`src/rtl/fifo_rt_pkg.sv`:
```
package fifo_rt_pkg;

    // Per-cycle actions decided from the handshakes and control pulses.
    typedef struct packed {
        logic push;       // write accepted
        logic pop;        // read taken
        logic rewind;     // read position returns to mark
        logic take_mark;  // mark register loads read position
    } fifo_cmd_t;

    // Distance from tail to head on a ring whose pointers are pw bits wide.
    function automatic int unsigned ring_span(input int unsigned head,
                                              input int unsigned tail,
                                              input int unsigned pw);
        return (head - tail) & ((32'd1 << pw) - 32'd1);
    endfunction

    // Rewind beats a read and a mark; nothing moves past a full or empty edge.
    function automatic fifo_cmd_t decode_cmd(input logic wr_valid,
                                             input logic full,
                                             input logic rd_ready,
                                             input logic empty,
                                             input logic retx,
                                             input logic mode,
                                             input logic mark);
        fifo_cmd_t c;
        c.rewind    = retx & mode;
        c.push      = wr_valid & ~full;
        c.pop       = rd_ready & ~empty & ~c.rewind;
        c.take_mark = mark & mode & ~c.rewind;
        return c;
    endfunction

endpackage

```
`src/rtl/fifo_rt_store.sv`:
```
module fifo_rt_store #(
    parameter int DATA_W = 16,
    parameter int ADDR_W = 4
) (
    input  logic              clk,
    input  logic              we,
    input  logic [ADDR_W-1:0] waddr,
    input  logic [DATA_W-1:0] wdata,
    input  logic [ADDR_W-1:0] raddr,
    output logic [DATA_W-1:0] rdata
);
    localparam int DEPTH = 1 << ADDR_W;

    logic [DATA_W-1:0] mem [DEPTH];

    always_ff @(posedge clk) begin
        if (we) mem[waddr] <= wdata;
    end

    assign rdata = mem[raddr];
endmodule

```
`src/rtl/fifo_rt_wrside.sv`:
```
module fifo_rt_wrside #(
    parameter int ADDR_W = 4
) (
    input  logic            clk,
    input  logic            rst,
    input  logic            push,
    output logic [ADDR_W:0] wr_ptr
);
    localparam int PW = ADDR_W + 1;

    always_ff @(posedge clk) begin
        if (rst)       wr_ptr <= '0;
        else if (push) wr_ptr <= wr_ptr + PW'(1);
    end
endmodule

```
`src/rtl/fifo_rt_rdside.sv`:
```
module fifo_rt_rdside #(
    parameter int ADDR_W = 4
) (
    input  logic            clk,
    input  logic            rst,
    input  logic            pop,
    input  logic            rewind,
    input  logic            take_mark,
    input  logic            mode,
    output logic [ADDR_W:0] rd_ptr,
    output logic [ADDR_W:0] mark_ptr
);
    localparam int PW = ADDR_W + 1;

    logic [PW-1:0] rd_next;
    logic [PW-1:0] mark_next;

    always_comb begin
        if (rewind)   rd_next = mark_ptr;
        else if (pop) rd_next = rd_ptr + PW'(1);
        else          rd_next = rd_ptr;

        // Outside replay the mark shadows the read position.
        if (!mode)          mark_next = rd_next;
        else if (take_mark) mark_next = rd_ptr;
        else                mark_next = mark_ptr;
    end

    always_ff @(posedge clk) begin
        if (rst) begin
            rd_ptr   <= '0;
            mark_ptr <= '0;
        end else begin
            rd_ptr   <= rd_next;
            mark_ptr <= mark_next;
        end
    end
endmodule

```
`src/rtl/fifo_rt.sv`:
```
module fifo_rt
    import fifo_rt_pkg::*;
#(
    parameter int DATA_W = 16,
    parameter int ADDR_W = 4
) (
    input  logic              clk,
    input  logic              rst,
    input  logic              wr_valid_i,
    input  logic [DATA_W-1:0] wr_data_i,
    output logic              wr_ready_o,
    output logic              rd_valid_o,
    output logic [DATA_W-1:0] rd_data_o,
    input  logic              rd_ready_i,
    input  logic              mark_i,
    input  logic              retx_i,
    input  logic              replay_en_i,
    output logic              full_o,
    output logic              empty_o
);
    localparam int PW    = ADDR_W + 1;
    localparam int DEPTH = 1 << ADDR_W;

    logic [PW-1:0] wr_ptr;
    logic [PW-1:0] rd_ptr;
    logic [PW-1:0] mark_ptr;
    logic [PW-1:0] guard_ptr;
    fifo_cmd_t     cmd;

    // The oldest word that must survive: the mark in replay, else the read position.
    assign guard_ptr  = replay_en_i ? mark_ptr : rd_ptr;
    assign full_o     = ring_span(32'(wr_ptr), 32'(guard_ptr), 32'(PW)) >= 32'(DEPTH);
    assign empty_o    = (wr_ptr == rd_ptr);
    assign wr_ready_o = ~full_o;
    assign rd_valid_o = ~empty_o;

    assign cmd = decode_cmd(wr_valid_i, full_o, rd_ready_i, empty_o,
                            retx_i, replay_en_i, mark_i);

    fifo_rt_wrside #(.ADDR_W(ADDR_W)) u_wr (
        .clk    (clk),
        .rst    (rst),
        .push   (cmd.push),
        .wr_ptr (wr_ptr)
    );

    fifo_rt_rdside #(.ADDR_W(ADDR_W)) u_rd (
        .clk       (clk),
        .rst       (rst),
        .pop       (cmd.pop),
        .rewind    (cmd.rewind),
        .take_mark (cmd.take_mark),
        .mode      (replay_en_i),
        .rd_ptr    (rd_ptr),
        .mark_ptr  (mark_ptr)
    );

    fifo_rt_store #(.DATA_W(DATA_W), .ADDR_W(ADDR_W)) u_mem (
        .clk   (clk),
        .we    (cmd.push),
        .waddr (wr_ptr[ADDR_W-1:0]),
        .wdata (wr_data_i),
        .raddr (rd_ptr[ADDR_W-1:0]),
        .rdata (rd_data_o)
    );
endmodule

```
`config.mk`:
```
export PLATFORM = sky130hd
export DESIGN_NAME = fifo_rt
export DESIGN_NICKNAME = d
export VERILOG_FILES = /design/src/rtl/fifo_rt_pkg.sv /design/src/rtl/fifo_rt_store.sv /design/src/rtl/fifo_rt_wrside.sv /design/src/rtl/fifo_rt_rdside.sv /design/src/rtl/fifo_rt.sv
export SDC_FILE = /design/constraint.sdc
export NUM_CORES = 1
export LEC_CHECK = 0
export ABC_CLOCK_PERIOD_IN_PS = 7500
export BUFFER_PORTS_ARGS = -buffer_cell sky130_fd_sc_hd__buf_2
export CAP_MARGIN = 20
export CORE_AREA = 5 5 214 216
export CTS_BUF_LIST = sky130_fd_sc_hd__clkbuf_16
export DETAILED_ROUTE_END_ITERATION = 8
export DIE_AREA = 0 0 219 221
export PLACE_DENSITY = 0.47
export REMOVE_ABC_BUFFERS = 1
export SYNTH_ARGS = -nofsm -noshare
export SYNTH_HDL_FRONTEND = slang
export SYNTH_HIERARCHICAL = 1
export SYNTH_SLANG_ARGS = --single-unit
```
`constraint.sdc`:
```
create_clock -name clk -period 7.5 [get_ports clk]
set_input_delay 1.5 -clock clk [delete_from_list [all_inputs] [get_ports clk]]
set_output_delay 1.5 -clock clk [all_outputs]
set_load 0.05 [all_outputs]
```
==> results of run 1 <==
==> report_power, final <==
part	internal (mW)	total [mW]	switching [mW]	leakage, nW
clock	0.835	1.40	0.561	0.457
sequential	1.69	1.74	0.0457	2.43
combinational	0.176	0.501	0.325	1.08
total	2.70	3.63	0.933	3.97
==> area by class of cell <==
class / count / share of cell area
inverters: 4 / 0.00119
clock buffers: 29 / 0.0574
clock inverters: 22 / 0.0166
repair buffers: 51 / 0.0220
well taps: 592 / 0.0586
multi-input cells: 225 / 0.212
flip-flops and latches: 271 / 0.632
==> worst reg2reg max path: stages, from the launching register on <==
cell      delay [ns]
dfxtp_1         0.66
mux2i_1         0.16
ha_1            0.37
o211ai_2        0.09
a21oi_2         0.07
a211oi_4        0.32
mux2i_1         0.39
buf_4           0.25
or3b_2          0.53
nor2_2          0.74
==> layout by cell type, fill, tap and decap left out, types with 3 or more instances in the layout <==
cell type and count:
clkbuf_16 29, xnor2_1 7, nor3_1 4, inv_1 8, edfxtp_1 256, o221a_2 3
mux2_4 3, ha_1 5, bufinv_16 4, a22oi_1 34, nand3b_1 3, nor2b_1 3
dfxtp_1 13, nor3_2 4, nor2_2 13, nand2_1 19, nor2_1 8, mux2i_1 10
a31oi_1 3, buf_4 9, buf_2 42, o21a_1 3, clkinv_2 3, xor2_1 5
a21oi_1 5, mux4_2 54, mux4_1 10, clkinvlp_4 5, clkinv_1 6
==> cells by family (layout without fill, tap and decap cells) <==
logic type                 after synthesis  count (layout)
and+or+nand+nor                         75              75
AOI/OAI and AO/OA                       56              56
muxes                                   77              77
adders and majority gates                5               5
DFF                                    271             271
xor gates and xnor gates                12              12
buffers and inverters                   32             106
==> per-stage QoR <==
stage | hold slack, ns | cell area [um2] | power (mW)
floorplan | 0.488 | 10600 | 2.11
global placement | 0.529 | 11700 | 2.28
detailed placement | 0.564 | 11700 | 2.28
CTS | 0.572 | 12600 | 3.69
global route | 0.587 | 12600 | 3.78
finish | 0.570 | 12600 | 3.63
==> worst paths after layout <==
kind	cells past startpoint	to	start
hold reg to reg	2	u_rd/rd_ptr[2]$_SDFF_PP0_	u_rd/mark_ptr[2]$_SDFFE_PP0P_
setup / recovery	5	rd_data_o[14]	u_rd/rd_ptr[0]$_SDFF_PP0_
hold / removal	2	u_rd/rd_ptr[2]$_SDFF_PP0_	u_rd/mark_ptr[2]$_SDFFE_PP0P_
setup reg to reg	9	u_mem/mem[3][13]$_DFFE_PP_	u_rd/rd_ptr[3]$_SDFF_PP0_
==> sequential cells by signal, indices dropped and copies added (netlist names) <==
signal / flops
u_wr/wr_ptr: 5
u_rd/mark_ptr: 5
u_rd/rd_ptr: 5
u_mem/mem: 256
==> routing by layer <==
| layer | up-vias | share of wire | track usage |
|---|---|---|---|
| li1 | 2315 | - | - |
| met1 | 2819 | 0.44 | 0.142 |
| met2 | 110 | 0.51 | 0.180 |
| met3 | 27 | 0.037 | 0.0178 |
| met4 | 0 | 0.016 | 0.0207 |
| met5 | - | 0 | 0 |
==> flow_summary.json, run 1 <==
{
  "num_rows": 77,
  "yosysSeqAreaShare": 0.739,
  "drt_iter0_markers": 392,
  "cts_resized": 0,
  "synth_compound_area_frac": 0.0403,
  "placedCellCount": 1143,
  "leakage_nw": 3.97,
  "antennaDiodeCount": 0,
  "grt_max_degree": 65,
  "layout-drive-gt1-share": 0.302,
  "max_slew.worst_pin.slew_ns": 0.980,
  "synth_most_common_cell": "edfxtp_1",
  "clk_latency_ns": 0.53,
  "status": "finished clean",
  "cts.sinks": 271,
  "synth_cell_types": 47,
  "hpwl_um": 16800,
  "cts_setup_buffers": 0,
  "synth_edf_count": 256,
  "p_per_area_nw_per_um2": 287,
  "synthSimpleGateAreaFrac": 0.0370,
  "synthCells": 528,
  "worstPathArrival_ns": 3.53,
  "min_path_type": "flip-flop to flip-flop",
  "post-place-ws_ns": 2.30,
  "root_buffer": "clkbuf_16",
  "synthMuxAreaShare": 0.150,
  "fillers": 4343,
  "period_needed_ns": 5.03,
  "rsz0062_at_grt": "no",
  "maxCapViolCount": 0,
  "grt_pass1_wl_um": 38200,
  "die_h_um": 221,
  "path_clk_slew_ns": 0.06,
  "fin_ws_ns": 2.47,
  "path_max_fanout": 48,
  "die_area_um2": 48400,
  "path_buf_inv": 2,
  "synth_flop_cell": "edfxtp_1",
  "grt.total_usage": 0.105,
  "route.antenna.remaining_nets": 0,
  "grt_pass1_vias": 5581,
  "yosys.area_share.xor_xnor": 0.00972,
  "hold_viol_final": 0,
  "max_stage_delay_ns": 0.96,
  "critPathTopFamily": "flip-flops",
  "routed_wl_um": 26000,
  "ys_warn_count": 6,
  "num_vias": 5271,
  "cp_slowest_cell": "dfxtp_4",
  "die_w_um": 219,
  "fin_nets": 609,
  "skew_ns": 0.0108,
  "port_buffers": 42,
  "post_drt_wl_per_cell_um": 21.8,
  "grt_overflow": 0,
  "cts_tree": "yes",
  "setup_viol": 0,
  "slew_headroom": 0.347,
  "synth_common_cells": "edfxtp_1, mux4_2, a22oi_1, nor2_1, nand2_1",
  "area_growth_pct": 17.0,
  "dr.pass1.iters": 5,
  "post-route-period-util": 0.671,
  "h-tree-depth": 1,
  "crit_type": "flip-flop to output pin",
  "route.detailed.drc": 0,
  "clockBufferDepth": 3,
  "yosys.area.top_type": "edfxtp_1",
  "slew_violations": 0,
  "synthArstFlopShare": 0,
  "antenna_found_initial": 0,
  "coreArea_um2": 43700,
  "syn_area_um2": 10800,
  "start_util": 0.247,
  "worst_setup_path_end_kind": "output pin",
  "vias_per_cell": 4.41,
  "finalNonFillerCells": 1194,
  "crit_required_ns": 6.00,
  "synth_seq_cells": 271,
  "critPathLaunchType": "flip-flop",
  "r2r_setup_slack_ns": 3.53,
  "synthTopCellsByArea": "edfxtp_1, mux4_2, dfxtp_1",
  "fin_util": 0.289,
  "synth-adder-area-share": 0.00579,
  "fmax_ghz": 0.199,
  "gp_congestion": 0.731,
  "hold_buffers": 0,
  "cts_buffers": 28,
  "peakVddDrop_mv": 0.205,
  "synth_top_family_by_area": "multiplexers",
  "crit_chain": "buf_4 > mux4_2 > a22oi_1 > nand2_1 > buf_2",
  "final-seq-area_um2": 7990,
  "ios": 43,
  "multi_input_area_um2": 2680,
  "synth_top_area_share": 0.711,
  "postSynthAreaPerCell_um2": 20.5,
  "final.setup.tns_ns": 0
}
Note: power is estimated with default switching activity, not from simulation.
==> inputs of run 2 (changes only) <==
- ABC_CLOCK_PERIOD_IN_PS: 7500 -> 4280
- PLACE_DENSITY: 0.47 -> 0.48
- clock period: 7.5 -> 4.28 ns (I/O delays scaled with it)
==> flow_summary.json, run 2 (synthesized netlist as in run 1, its figures left out) <==
{
  "crit_type": "flip-flop to output pin",
  "clk_latency_ns": 0.53,
  "h-tree-depth": 1,
  "whs_endpoint": "u_rd/rd_ptr[2]$_SDFF_PP0_",
  "path_clk_slew_ns": 0.06,
  "wl_met1_um": 11000,
  "hold_buffers": 0,
  "layout_commonest_cell": "edfxtp_1",
  "post_dp_cell_area_um2": 11900,
  "grt.total_usage": 0.101,
  "slew_violations": 0,
  "maxCapViolCount": 0,
  "route.met3.wl_um": 835,
  "cts_buffers": 28,
  "hold_start": "u_rd/mark_ptr[2]$_SDFFE_PP0P_",
  "most-common-layout-cells": "edfxtp_1, mux4_2, buf_2",
  "route.antenna.remaining_nets": 0,
  "period_needed_ns": 3.68,
  "stdcell_area_um2": 12800,
  "vias_per_cell": 4.34,
  "path_max_fanout": 70,
  "slew_headroom": 0.296,
  "fin_util": 0.292,
  "dr.pass1.iters": 5,
  "grt_pass1_wl_um": 37500,
  "peakVddDrop_mv": 0.278,
  "clockBufferDepth": 3,
  "r2r.worst_path.cells": 10,
  "r2r_setup_slack_ns": 1.06,
  "hold_viol_final": 0,
  "num_rows": 77,
  "fin_nets": 637,
  "grt_overflow": 0,
  "root_buffer": "clkbuf_16",
  "start_util": 0.247,
  "area_growth_pct": 18.2,
  "ios": 43,
  "antennaDiodeCount": 0,
  "reg2reg_to": "u_mem/mem[3][1]$_DFFE_PP_",
  "setup_viol": 0,
  "post_drt_wl_per_cell_um": 20.1,
  "worstPathArrival_ns": 2.83,
  "hpwl_um": 15700,
  "cts_tree": "yes",
  "antenna_found_initial": 0,
  "final.setup.tns_ns": 0,
  "fillers": 4292,
  "crit_required_ns": 3.42,
  "top_register": "u_mem/mem",
  "grt_max_degree": 71,
  "port_buffers": 42,
  "fmax_ghz": 0.271,
  "grt_pass1_vias": 5883,
  "cts_resized": 0,
  "post-route-period-util": 0.861,
  "min_path_cells": 2,
  "rsz0062_at_grt": "no",
  "die_area_um2": 48400,
  "skew_ns": 0.0201,
  "wl_met2_um": 12100,
  "layout-drive-gt1-share": 0.324,
  "num_vias": 5291,
  "coreArea_um2": 43700,
  "p_per_area_nw_per_um2": 482,
  "routed_wl_um": 24500,
  "gp_congestion": 0.722,
  "cts_setup_buffers": 0,
  "status": "finished clean",
  "largest_reg_flops": 256,
  "min_path_type": "flip-flop to flip-flop",
  "die_h_um": 221,
  "leakage_nw": 4.11,
  "critPathLaunchType": "flip-flop",
  "worst_setup_path_end_kind": "output pin",
  "drt_iter0_markers": 331,
  "max_slew.worst_pin.slew_ns": 1.06,
  "routed.top_layer": "met4",
  "die_w_um": 219,
  "cts.sinks": 271,
  "route.detailed.drc": 0,
  "r2r_start": "u_rd/rd_ptr[3]$_SDFF_PP0_"
}
-- run 2: report_power, final --
group / total, mW / internal, mW / switching [mW]
Sequential: 3.01 / 2.96 / 0.0504
Combinational: 0.888 / 0.326 / 0.562
Clock: 2.26 / 1.33 / 0.934
Total: 6.16 / 4.62 / 1.55
-- run 2: how the worst max path moves through the flow --
stage	slack [ns]	end	startpoint
2_1_floorplan	-1.98	u_mem/mem[0][0]$_DFFE_PP_	u_rd/rd_ptr[0]$_SDFF_PP0_
3_3_place_gp	0.57	u_mem/mem[3][0]$_DFFE_PP_	replay_en_i
3_5_place_dp	0.56	u_mem/mem[3][6]$_DFFE_PP_	replay_en_i
4_1_cts	0.50	rd_data_o[12]	u_rd/rd_ptr[1]$_SDFF_PP0_
5_1_grt	0.39	rd_data_o[7]	u_rd/rd_ptr[1]$_SDFF_PP0_
6_report	0.60	rd_data_o[5]	u_rd/rd_ptr[1]$_SDFF_PP0_
-- run 2: layout make-up --
cell class / instances / area [um2] / share of cell area
Clock buffer: 29 / 726 / 0.0568
Clock inverter: 18 / 129 / 0.0101
Inverter: 4 / 15.0 / 0.00117
Multi-Input combinational cell: 225 / 2680 / 0.209
Sequential cell: 271 / 7990 / 0.625
Tap cell: 592 / 741 / 0.0580
Timing Repair Buffer: 79 / 500 / 0.0392
-- run 2: worst max-delay path, cell delays in order, from the launching register on --
cell     delay [ns]
dfxtp_2        0.32
buf_4          0.77
mux4_2         0.44
a22oi_1        0.35
nand2_1        0.13
buf_2          0.24
-- run 2: routing by layer --
layer,vias to the layer above,global-route usage
met5,-,0
met4,0,0.0276
met3,32,0.0152
met2,102,0.169
met1,2800,0.137
li1,2357,-
-- run 2: stage by stage --
step	power (mW)	cells	hold WS, ns	setup WS [ns]
2_1_floorplan	3.69	500	0.488	-1.98
3_3_place_gp	3.97	1171	0.536	0.572
3_5_place_dp	3.98	1171	0.548	0.564
4_1_cts	6.25	1218	0.559	0.504
5_1_grt	6.42	1218	0.597	0.390
6_report	6.16	1218	0.555	0.596
==> inputs of run 3 (changes only) <==
- ABC_CLOCK_PERIOD_IN_PS: 4280 -> 4300
- PLACE_DENSITY: 0.48 -> 0.47
- clock period: 4.28 -> 4.3 ns (I/O delays scaled with it)
==> flow_summary.json, run 3 (synthesized netlist as in run 1, its figures left out) <==
{
  "status": "finished clean",
  "route.antenna.remaining_nets": 0,
  "crit_required_ns": 3.44,
  "p_per_area_nw_per_um2": 477,
  "max_stage_delay_ns": 0.70,
  "die_h_um": 221,
  "most-common-layout-cells": "edfxtp_1, mux4_2, buf_2",
  "grt_use_met3": 0.0176,
  "skew_ns": 0.0131,
  "critPathLaunchType": "flip-flop",
  "use_met2": 0.170,
  "slew_headroom": 0.603,
  "grt_overflow": 0,
  "area_growth_pct": 17.9,
  "root_buffer": "clkbuf_16",
  "coreArea_um2": 43700,
  "fillers": 4315,
  "fin_nets": 632,
  "crit_type": "flip-flop to output pin",
  "cts_buffers": 29,
  "ios": 43,
  "vias_per_cell": 4.38,
  "start_util": 0.247,
  "post-route-period-util": 0.863,
  "hold_viol_final": 0,
  "rsz0062_at_grt": "no",
  "num_rows": 77,
  "post_drt_wl_per_cell_um": 20.0,
  "num_vias": 5321,
  "maxCapViolCount": 0,
  "cts_setup_buffers": 0,
  "hold_buffers": 0,
  "drt_iter0_markers": 401,
  "grt_pass1_vias": 5693,
  "gp_congestion": 0.705,
  "period_needed_ns": 3.71,
  "clockBufferDepth": 3,
  "peakVddDrop_mv": 0.250,
  "route.detailed.drc": 0,
  "total_power_mw": 6.08,
  "grt_pass1_wl_um": 37000,
  "hpwl_um": 15600,
  "dr.pass1.iters": 6,
  "layout-drive-gt1-share": 0.319,
  "top_usage_layer": "met2",
  "cts_resized": 0,
  "crit_chain": "buf_12 > mux4_2 > a22oi_1 > nand2_1 > buf_2",
  "cts_tree": "yes",
  "worst_setup_path_end_kind": "output pin",
  "clk_latency_ns": 0.54,
  "leakage_nw": 4.08,
  "port_buffers": 42,
  "min_path_type": "flip-flop to flip-flop",
  "routed_wl_um": 24400,
  "max_slew.worst_pin.slew_ns": 0.594,
  "fmax_ghz": 0.269,
  "h-tree-depth": 1,
  "layout_commonest_cell": "edfxtp_1",
  "cts.sinks": 271,
  "grtUsageMet1": 0.135,
  "slew_violations": 0,
  "die_w_um": 219,
  "antenna_found_initial": 0,
  "final.setup.tns_ns": 0,
  "top_register": "u_mem/mem",
  "worstPathArrival_ns": 2.85,
  "grt.total_usage": 0.100,
  "path_max_fanout": 32,
  "antennaDiodeCount": 0,
  "fin_util": 0.291,
  "cp_slowest_cell": "dfxtp_4",
  "grt_max_degree": 71,
  "setup_viol": 0,
  "largest_reg_flops": 256,
  "die_area_um2": 48400,
  "path_clk_slew_ns": 0.06
}
-- run 3: cell types whose count changed in the layout (fill, tap and decap cells not counted) --
cell,change
buf_4,-7
inv_1,+3
nor2b_1,-2
nor2b_2,+2
buf_12,+1
bufinv_16,-1
inv_6,+1
-- run 3: report_power, final --
| group | leakage (nW) | internal (mW) | total [mW] | switching, mW |
|---|---|---|---|---|
| clock | 0.444 | 1.27 | 2.20 | 0.933 |
| combinational | 1.21 | 0.322 | 0.870 | 0.548 |
| sequential | 2.43 | 2.95 | 3.01 | 0.0629 |
-- run 3: final timing paths --
check / start / endpoint / slack (ns) / cells past startpoint
setup / recovery: u_rd/rd_ptr[0]$_SDFF_PP0_ / rd_data_o[15] / 0.59 / 5
hold / removal: u_rd/mark_ptr[0]$_SDFFE_PP0P_ / u_rd/rd_ptr[0]$_SDFF_PP0_ / 0.55 / 2
hold reg to reg: u_rd/mark_ptr[0]$_SDFFE_PP0P_ / u_rd/rd_ptr[0]$_SDFF_PP0_ / 0.55 / 2
setup reg to reg: u_rd/rd_ptr[3]$_SDFF_PP0_ / u_mem/mem[0][0]$_DFFE_PP_ / 1.01 / 10
-- run 3: critical path, delay by kind of cell, from the launching register on --
kind / cells / cell delay [ns]
buf+inv: 2 / 0.57
compound gates: 1 / 0.37
simple gates: 1 / 0.11
mux: 1 / 0.56
flops: 1 / 0.70
-- run 3: final cells by class --
cell class	count	area (um2)	share of cell area
sequential	271	7990	0.627
multi-input combinational	225	2680	0.211
tap	592	741	0.0581
clock buffer	29	726	0.0569
timing repair buffer	73	468	0.0367
clock inverter	21	119	0.00933
inverter	4	15.0	0.00118
-- run 3: stage by stage --
step	setup WS [ns]	hold slack [ns]	cells	instance area [um2]
6_report	0.589	0.548	1215	12700
5_1_grt	0.374	0.597	1215	12700
4_1_cts	0.490	0.553	1215	12700
3_5_place_dp	0.559	0.535	1165	11900
3_3_place_gp	0.614	0.524	1165	11900
2_1_floorplan	-1.96	0.488	500	10600
-- run 3: metal layers --
metal / wire (um) / part of all wire
met1: 10700 / 0.44
met2: 12300 / 0.50
met3: 1020 / 0.042
met4: 395 / 0.016
met5: 0 / 0
